--- src/rtl/xlate_check.sv ---
module xlate_check #(
  parameter int VA_W      = 64,
  parameter int VA_IMPL_W = 48,
  parameter int PA_IMPL_W = 44,
  parameter int PAGE_BITS = 13,
  parameter int SP_TOP    = 47,
  parameter int SP_BOT    = 41,
  parameter logic [SP_TOP-SP_BOT:0] SP_TAG = 'h7e,
  parameter int SP_EXT    = 40
) (
  input  logic                      clk,
  input  logic                      rst_n,
  input  logic                      req_valid,
  input  logic [VA_W-1:0]           va,
  input  logic [1:0]                size_log2,
  input  logic                      is_write,
  input  logic                      phys,
  input  logic                      priv_code,
  input  logic                      alt_flag,
  input  logic [1:0]                cur_mode,
  input  logic [1:0]                alt_mode,
  input  logic                      pte_fetch,
  input  logic                      tlb_hit,
  input  logic [VA_W-PAGE_BITS-1:0] tlb_ppn,
  input  logic [3:0]                tlb_rd_en,
  input  logic [3:0]                tlb_wr_en,
  input  logic                      tlb_for,
  input  logic                      tlb_fow,
  output logic                      rsp_valid,
  output logic [VA_W-1:0]           rsp_pa,
  output logic                      rsp_uncached,
  output logic                      rsp_fault,
  output logic [2:0]                rsp_ftype,
  output logic [5:0]                rsp_status
);
  localparam logic [2:0] F_NONE = 3'd0, F_ALIGN = 3'd1, F_PAGE = 3'd2, F_ACV = 3'd3,
                         F_MISS = 3'd4, F_PTE = 3'd5, F_MCHK = 3'd6;
  localparam int S_WR = 0, S_ACV = 1, S_BAD = 2, S_MISS = 3, S_FOR = 4, S_FOW = 5;
  localparam logic [VA_W-1:0] IMPL_MASK = (VA_W'(1) << PA_IMPL_W) - 1;
  localparam logic [VA_W-1:0] LOW_MASK  = (VA_W'(1) << SP_EXT) - 1;
  localparam logic [VA_W-1:0] EXT_ONES  = IMPL_MASK & ~LOW_MASK;

  logic [1:0]      mode_eff;
  logic [VA_W-1:0] size_mask, sp_raw, sp_pa, hit_pa, pa_n;
  logic            misalign, va_ok, is_sp;
  logic [2:0]      ft_n;
  logic [5:0]      st_n;

  assign mode_eff  = priv_code ? (alt_flag ? alt_mode : 2'd0) : cur_mode;
  assign size_mask = (VA_W'(1) << size_log2) - VA_W'(1);
  assign misalign  = |(va & size_mask);
  assign va_ok     = (&va[VA_W-1:VA_IMPL_W-1]) | ~(|va[VA_W-1:VA_IMPL_W-1]);
  assign is_sp     = va[SP_TOP:SP_BOT] == SP_TAG;
  assign sp_raw    = va & IMPL_MASK;
  assign sp_pa     = sp_raw[SP_EXT] ? (sp_raw | EXT_ONES) : (sp_raw & LOW_MASK);
  assign hit_pa    = {tlb_ppn, va[PAGE_BITS-1:0]};

  always_comb begin
    ft_n = F_NONE;
    st_n = '0;
    pa_n = '0;
    if (misalign) begin
      ft_n = F_ALIGN;
      st_n[S_WR] = is_write;
    end else if (phys) begin
      pa_n = va;
    end else if (!va_ok) begin
      ft_n = F_PAGE;
      st_n[S_WR] = is_write;
      st_n[S_BAD] = 1'b1;
      st_n[S_ACV] = 1'b1;
    end else if (is_sp) begin
      if (cur_mode != 2'd0) begin
        ft_n = F_ACV;
        st_n[S_WR] = is_write;
        st_n[S_ACV] = 1'b1;
      end else begin
        pa_n = sp_pa;
      end
    end else if (!tlb_hit) begin
      ft_n = pte_fetch ? F_PTE : F_MISS;
      st_n[S_WR] = is_write;
      st_n[S_MISS] = 1'b1;
    end else begin
      pa_n = hit_pa;
      if (is_write) begin
        if (!tlb_wr_en[mode_eff]) begin
          ft_n = F_PAGE;
          st_n[S_WR] = 1'b1;
          st_n[S_ACV] = 1'b1;
          st_n[S_FOW] = tlb_fow;
        end else if (tlb_fow) begin
          ft_n = F_PAGE;
          st_n[S_WR] = 1'b1;
          st_n[S_FOW] = 1'b1;
        end
      end else begin
        if (!tlb_rd_en[mode_eff]) begin
          ft_n = F_ACV;
          st_n[S_ACV] = 1'b1;
          st_n[S_FOR] = tlb_for;
        end else if (tlb_for) begin
          ft_n = F_PAGE;
          st_n[S_FOR] = 1'b1;
        end
      end
    end
    if (ft_n == F_NONE && |(pa_n & ~IMPL_MASK)) begin
      ft_n = F_MCHK;
      st_n = '0;
    end
  end

  always_ff @(posedge clk) begin
    if (!rst_n) begin
      rsp_valid    <= 1'b0;
      rsp_pa       <= '0;
      rsp_uncached <= 1'b0;
      rsp_fault    <= 1'b0;
      rsp_ftype    <= F_NONE;
      rsp_status   <= '0;
    end else begin
      rsp_valid    <= req_valid;
      rsp_pa       <= pa_n;
      rsp_uncached <= req_valid && ft_n == F_NONE && pa_n[PA_IMPL_W-1];
      rsp_fault    <= req_valid && ft_n != F_NONE;
      rsp_ftype    <= req_valid ? ft_n : F_NONE;
      rsp_status   <= req_valid ? st_n : '0;
    end
  end

  assert_align_first_R2: assert property (@(posedge clk) disable iff (!rst_n)
    (req_valid && |(va & ((VA_W'(1) << size_log2) - VA_W'(1))))
      |=> (rsp_fault && rsp_ftype == F_ALIGN && (rsp_status & ~6'b1) == '0));

  assert_bypass_pa_R4: assert property (@(posedge clk) disable iff (!rst_n)
    (req_valid && phys && !(|(va & ((VA_W'(1) << size_log2) - VA_W'(1)))) && va[VA_W-1:PA_IMPL_W] == '0)
      |=> (!rsp_fault && rsp_pa == $past(va)));

  assert_single_fault_R13: assert property (@(posedge clk) disable iff (!rst_n)
    rsp_fault == (rsp_ftype != F_NONE));

  assert_uncached_clean_R13: assert property (@(posedge clk) disable iff (!rst_n)
    rsp_uncached |-> (!rsp_fault && rsp_pa[PA_IMPL_W-1]));

  assert_miss_flag_R8: assert property (@(posedge clk) disable iff (!rst_n)
    rsp_status[S_MISS] |-> (rsp_ftype == F_MISS || rsp_ftype == F_PTE));

  assert_idle_quiet_R1: assert property (@(posedge clk) disable iff (!rst_n)
    !req_valid |=> (!rsp_valid && !rsp_fault && rsp_status == '0));
endmodule

--- config.mk ---
export PLATFORM = sky130hd
export DESIGN_NAME = xlate_check
export DESIGN_NICKNAME = d
export VERILOG_FILES = /design/src/rtl/xlate_check.sv
export SDC_FILE = /design/constraint.sdc
export NUM_CORES = 1
export LEC_CHECK = 0
export CORE_MARGIN = 2
export CORE_UTILIZATION = 33
export CTS_CLUSTER_DIAMETER = 30
export DETAILED_ROUTE_END_ITERATION = 6
export PLACE_DENSITY = 0.77
export SYNTH_ARGS = -nofsm -noshare
export SYNTH_HDL_FRONTEND = slang
export SYNTH_SLANG_ARGS = --single-unit
--- constraint.sdc ---
create_clock -name clk -period 3 [get_ports clk]
set_clock_uncertainty 0.15 [all_clocks]
set_input_delay 0.6 -clock clk [delete_from_list [all_inputs] [get_ports clk]]
set_output_delay 0.6 -clock clk [all_outputs]
set_load 0.02 [all_outputs]
==> load_flow_metrics.sql <==
INSERT INTO impl_metrics (metric_group, metric, value, unit) VALUES
('outcome', 'status', 'finished clean', ''),
('clock_network', 'numClockSinks', '76', ''),
('floorplanning', 'row_count', '36', ''),
('worst_setup_path', 'critPathCaptureType', 'flip-flop', ''),
('global_route', 'grt_pass1_wl', '20500', 'um'),
('worst_setup_path', 'critPathRequiredTime', '3.15', 'ns'),
('synth', 'synthCells', '361', ''),
('global_route', 'grt-ovfl-total', '0', ''),
('timing', 'finalMaxSlewViolations', '0', ''),
('clock_network', 'cts-root-to-sink-buffers', '2', ''),
('hold_path', 'hold_path_startpoint', 'va[39]', ''),
('timing', 'final_period_minus_worst_setup_slack', '2.929', 'ns'),
('floorplanning', 'die_w', '104.6', 'um'),
('timing', 'fin_tns_setup', '0', 'ns'),
('floorplanning', 'die_y', '104.6', 'um'),
('synth', 'postSynthNetCount', '503', ''),
('detailed_routing', 'routed-via-count', '3988', ''),
('finish', 'drive_above_1_share', '23.35', '%'),
('clock_network', 'cts_tree', 'done', ''),
('timing', 'layout_worst_path_cycle_share', '97.63', '%'),
('global_route', 'grt_start_max_net_pins', '38', ''),
('worst_setup_path', 'arrival', '3.08', 'ns'),
('power', 'vdd.ir_drop.worst', '189.0', 'uV'),
('placed_design', 'portBuffers', '215', ''),
('timing', 'timing.max_slew.rel_slack', '72.25', '%'),
('run', 'timing.max_cap.violations', '0', ''),
('placed_design', 'final_weighted_congestion_of_routability_driven_global_placement', '0.8825', ''),
('clock_network', 'cts_made_buffers', '9', ''),
('clock_network', 'h-tree-depth', '3', ''),
('detailed_routing', 'drt_iter0_drc', '187', ''),
('synth', 'synthMostInstantiatedCell', 'dfxtp_1', ''),
('finish', 'nNetsFinal', '788', ''),
('worst_setup_path', 'cp_slowest_cell', 'or4_4', ''),
('clock_network', 'cts.clk_slew.worst_paths', '0.09', 'ns'),
('detailed_routing', 'antenna_violating_nets_post_route', '0', ''),
('worst_setup_path', 'crit_path_leading_delay_family', 'simple AND/OR/NAND/NOR gates', ''),
('synth', 'synth.top_cells.by_count', 'dfxtp_1 (76), nor2_1 (53), a22oi_1 (27)', ''),
('synth', 'synth_seq_area_share', '45.54', '%'),
('synth', 'synth_flop_cell', 'dfxtp_1', ''),
('hold_path', 'hold_class', 'input port to flip-flop', ''),
('worst_setup_path', 'timing.critical_path.buf_inv', '2', ''),
('synth', 'synth.cell_area', '0.003341', 'mm^2'),
('detailed_routing', 'detail_route.drc_violations', '0', ''),
('floorplanning', 'initial_utilization', '34.02', '%'),
('clock_network', 'clockRootBuffer', 'clkbuf_8', ''),
('timing', 'final-setup-viol-count', '0', ''),
('synth', 'synthesis.area_per_instance', '9.254', 'um^2'),
('floorplanning', 'boundaryPins', '216', ''),
('worst_setup_path', 'critPathKind', 'input port to flip-flop', ''),
('synth', 'async_reset_ff_share', '0', '%'),
('synth', 'synth_unique_cells', '52', ''),
('hold_path', 'holdPathEnd', 'rsp_pa[39]', ''),
('finish', 'area_delta_synth_final', '99.74', '%'),
('timing', 'finalHoldViolations', '0', ''),
('detailed_routing', 'firstDrtPassIters', '5', ''),
('global_route', 'number_of_antenna_violations_at_the_first_check_in_global_routing', '0', ''),
('power', 'fin_total_pwr', '2.638', 'mW'),
('timing', 'worst_pin_slew', '0.4058', 'ns'),
('detailed_routing', 'avgViaCountPerCell', '5.087', ''),
('detailed_routing', 'detail_route.wl_per_cell', '17.45', 'um'),
('worst_setup_path', 'critical_path.max_stage_delay', '0.46', 'ns'),
('worst_setup_path', 'critical_path.max_fanout', '4', ''),
('synth', 'most_area_hungry_cell_type_in_the_yosys_netlist', 'dfxtp_1', ''),
('synth', 'yosys.area.top_type_share', '45.54', '%'),
('synth', 'synth_edf_count', '0', ''),
('hold_path', 'worst_hold_path.num_cells', '3', ''),
('synth', 'yosys_register_bits', '76', ''),
('finish', 'n_antenna_cell', '0', ''),
('floorplanning', 'std_cell_core_area', '0.009819', 'mm^2'),
('worst_setup_path', 'startpoint_type', 'input port', ''),
('detailed_routing', 'wirelength', '13680', 'um'),
('power', 'power_leakage', '2.603', 'nW'),
('global_route', 'grt_util_all_layers', '23.68', '%'),
('synth', 'yosysWarnings', '0', ''),
('placed_design', 'detailedPlacementHpwl', '10130', 'um'),
('synth', 'ys_top_cells_by_area', 'dfxtp_1 (46%), a22oi_2 (7.5%), a22oi_1 (6.1%)', ''),
('floorplanning', 'die_area', '0.01094', 'mm^2'),
('global_route', 'grt_pass1_vias', '4125', ''),
('worst_setup_path', 'worstPathCellList', 'clkdlybuf4s50_1, or4_4, or4_4, nor3_4, o211ai_1, a211oi_4, buf_4, o211ai_1, a21oi_1', ''),
('timing', 'max_freq', '341.4', 'MHz'),
('power', 'p_per_area', '395.3', 'mW/mm^2');
-- sequential cells by signal (all words and copies together) (netlist names) --
register,cells
rsp_status,6
rsp_uncached,1
rsp_ftype,3
rsp_fault,1
rsp_valid,1
rsp_pa,64
-- worst max-delay path by stage --
stage,slack [ns],from,cells past startpoint,end
floorplan,0.03,size_log2[1],9,rsp_uncached
global route,-0.01,size_log2[1],11,rsp_uncached
global placement,-0.57,va[31],10,rsp_uncached
CTS,0.01,size_log2[1],13,rsp_ftype[2]
detailed placement,-0.72,size_log2[1],12,rsp_uncached
finish,0.07,va[61],9,rsp_ftype[2]
-- power breakdown --
group          internal [mW]  switching, mW
combinational          0.297          0.198
sequential              1.02        0.00304
clock                  0.719          0.400
total                   2.04          0.601
-- layer usage --
layer	wire (um)	global-route usage, %	vias to the layer above
met3	849	5.427	32
li1	-	-	1886
met4	410	11.43	0
met5	0	0	-
met2	6929	42.39	179
met1	5489	26.40	1891
-- tightest hold or removal path, cell delays in order --
cell and delay (ns):
dlymetal6s2s_1 0.16, a22oi_1 0.09, nor2_1 0.08
-- per-stage QoR --
stage                     util [%]  hold WS [ns]  cell area (um^2)  setup slack (ns)  cells
after floorplan                  -        0.5279              3341           0.03246    361
after global placement       62.35         1.031              6122           -0.5732    763
after detailed placement     62.35         1.021              6122           -0.7172    763
after CTS                    66.54        0.6293              6534           0.01353    782
after global routing         67.95        0.5050              6673          -0.01018    784
final                        67.95        0.4435              6673           0.07120    784
-- cell type report --
class,instances,area (um^2)
flip-flops and latches,76,1521
fillers,812,3147
repair buffers,293,2861
well taps,133,166.4
clock buffers,9,123.9
clock inverters,7,162.7
inverters,10,37.54
multi-input cells,256,1799
-- cell usage in the layout (no fill, tap or decap), types with 4 or more instances in the layout --
master           synthesis  final
nand2_1                 24     22
buf_4                    3     70
nor3_1                   5      4
nor2_2                  10     11
o211ai_1                 4      4
nand3_1                  8      8
and2_1                  15     14
bufinv_16                0      5
dlymetal6s2s_1           0     11
inv_1                   10     10
dfxtp_1                 76     76
a21oi_1                 13     13
clkdlybuf4s50_1          0    200
mux2i_1                  4      4
nor2_1                  53     51
nand4_1                  4      4
nand2b_1                 4      4
clkbuf_8                 0      9
a22oi_2                 20     20
a22oi_1                 27     27
nor4_1                  14     12
o21ai_0                  7      5
-- timing repair --
action                                  4_1_cts  5_1_grt
endpoints found under the setup margin       66       68
gates resized for setup                      20       26
pin swaps                                     7       15
setup buffers                                 2        0
hold buffers                                  0        0
gates cloned                                  1        2
-- logic make-up after synthesis --
logic type / Yosys count / synth area share, %
AOI/OAI and AO/OA: 93 / 23.18
adders and majority gates: 2 / 0.7489
buffers and inverters: 29 / 4.981
DFF: 76 / 45.54
muxes: 5 / 1.536
and+or+nand+nor: 156 / 24.01
Note: power is estimated with default switching activity, not from simulation.
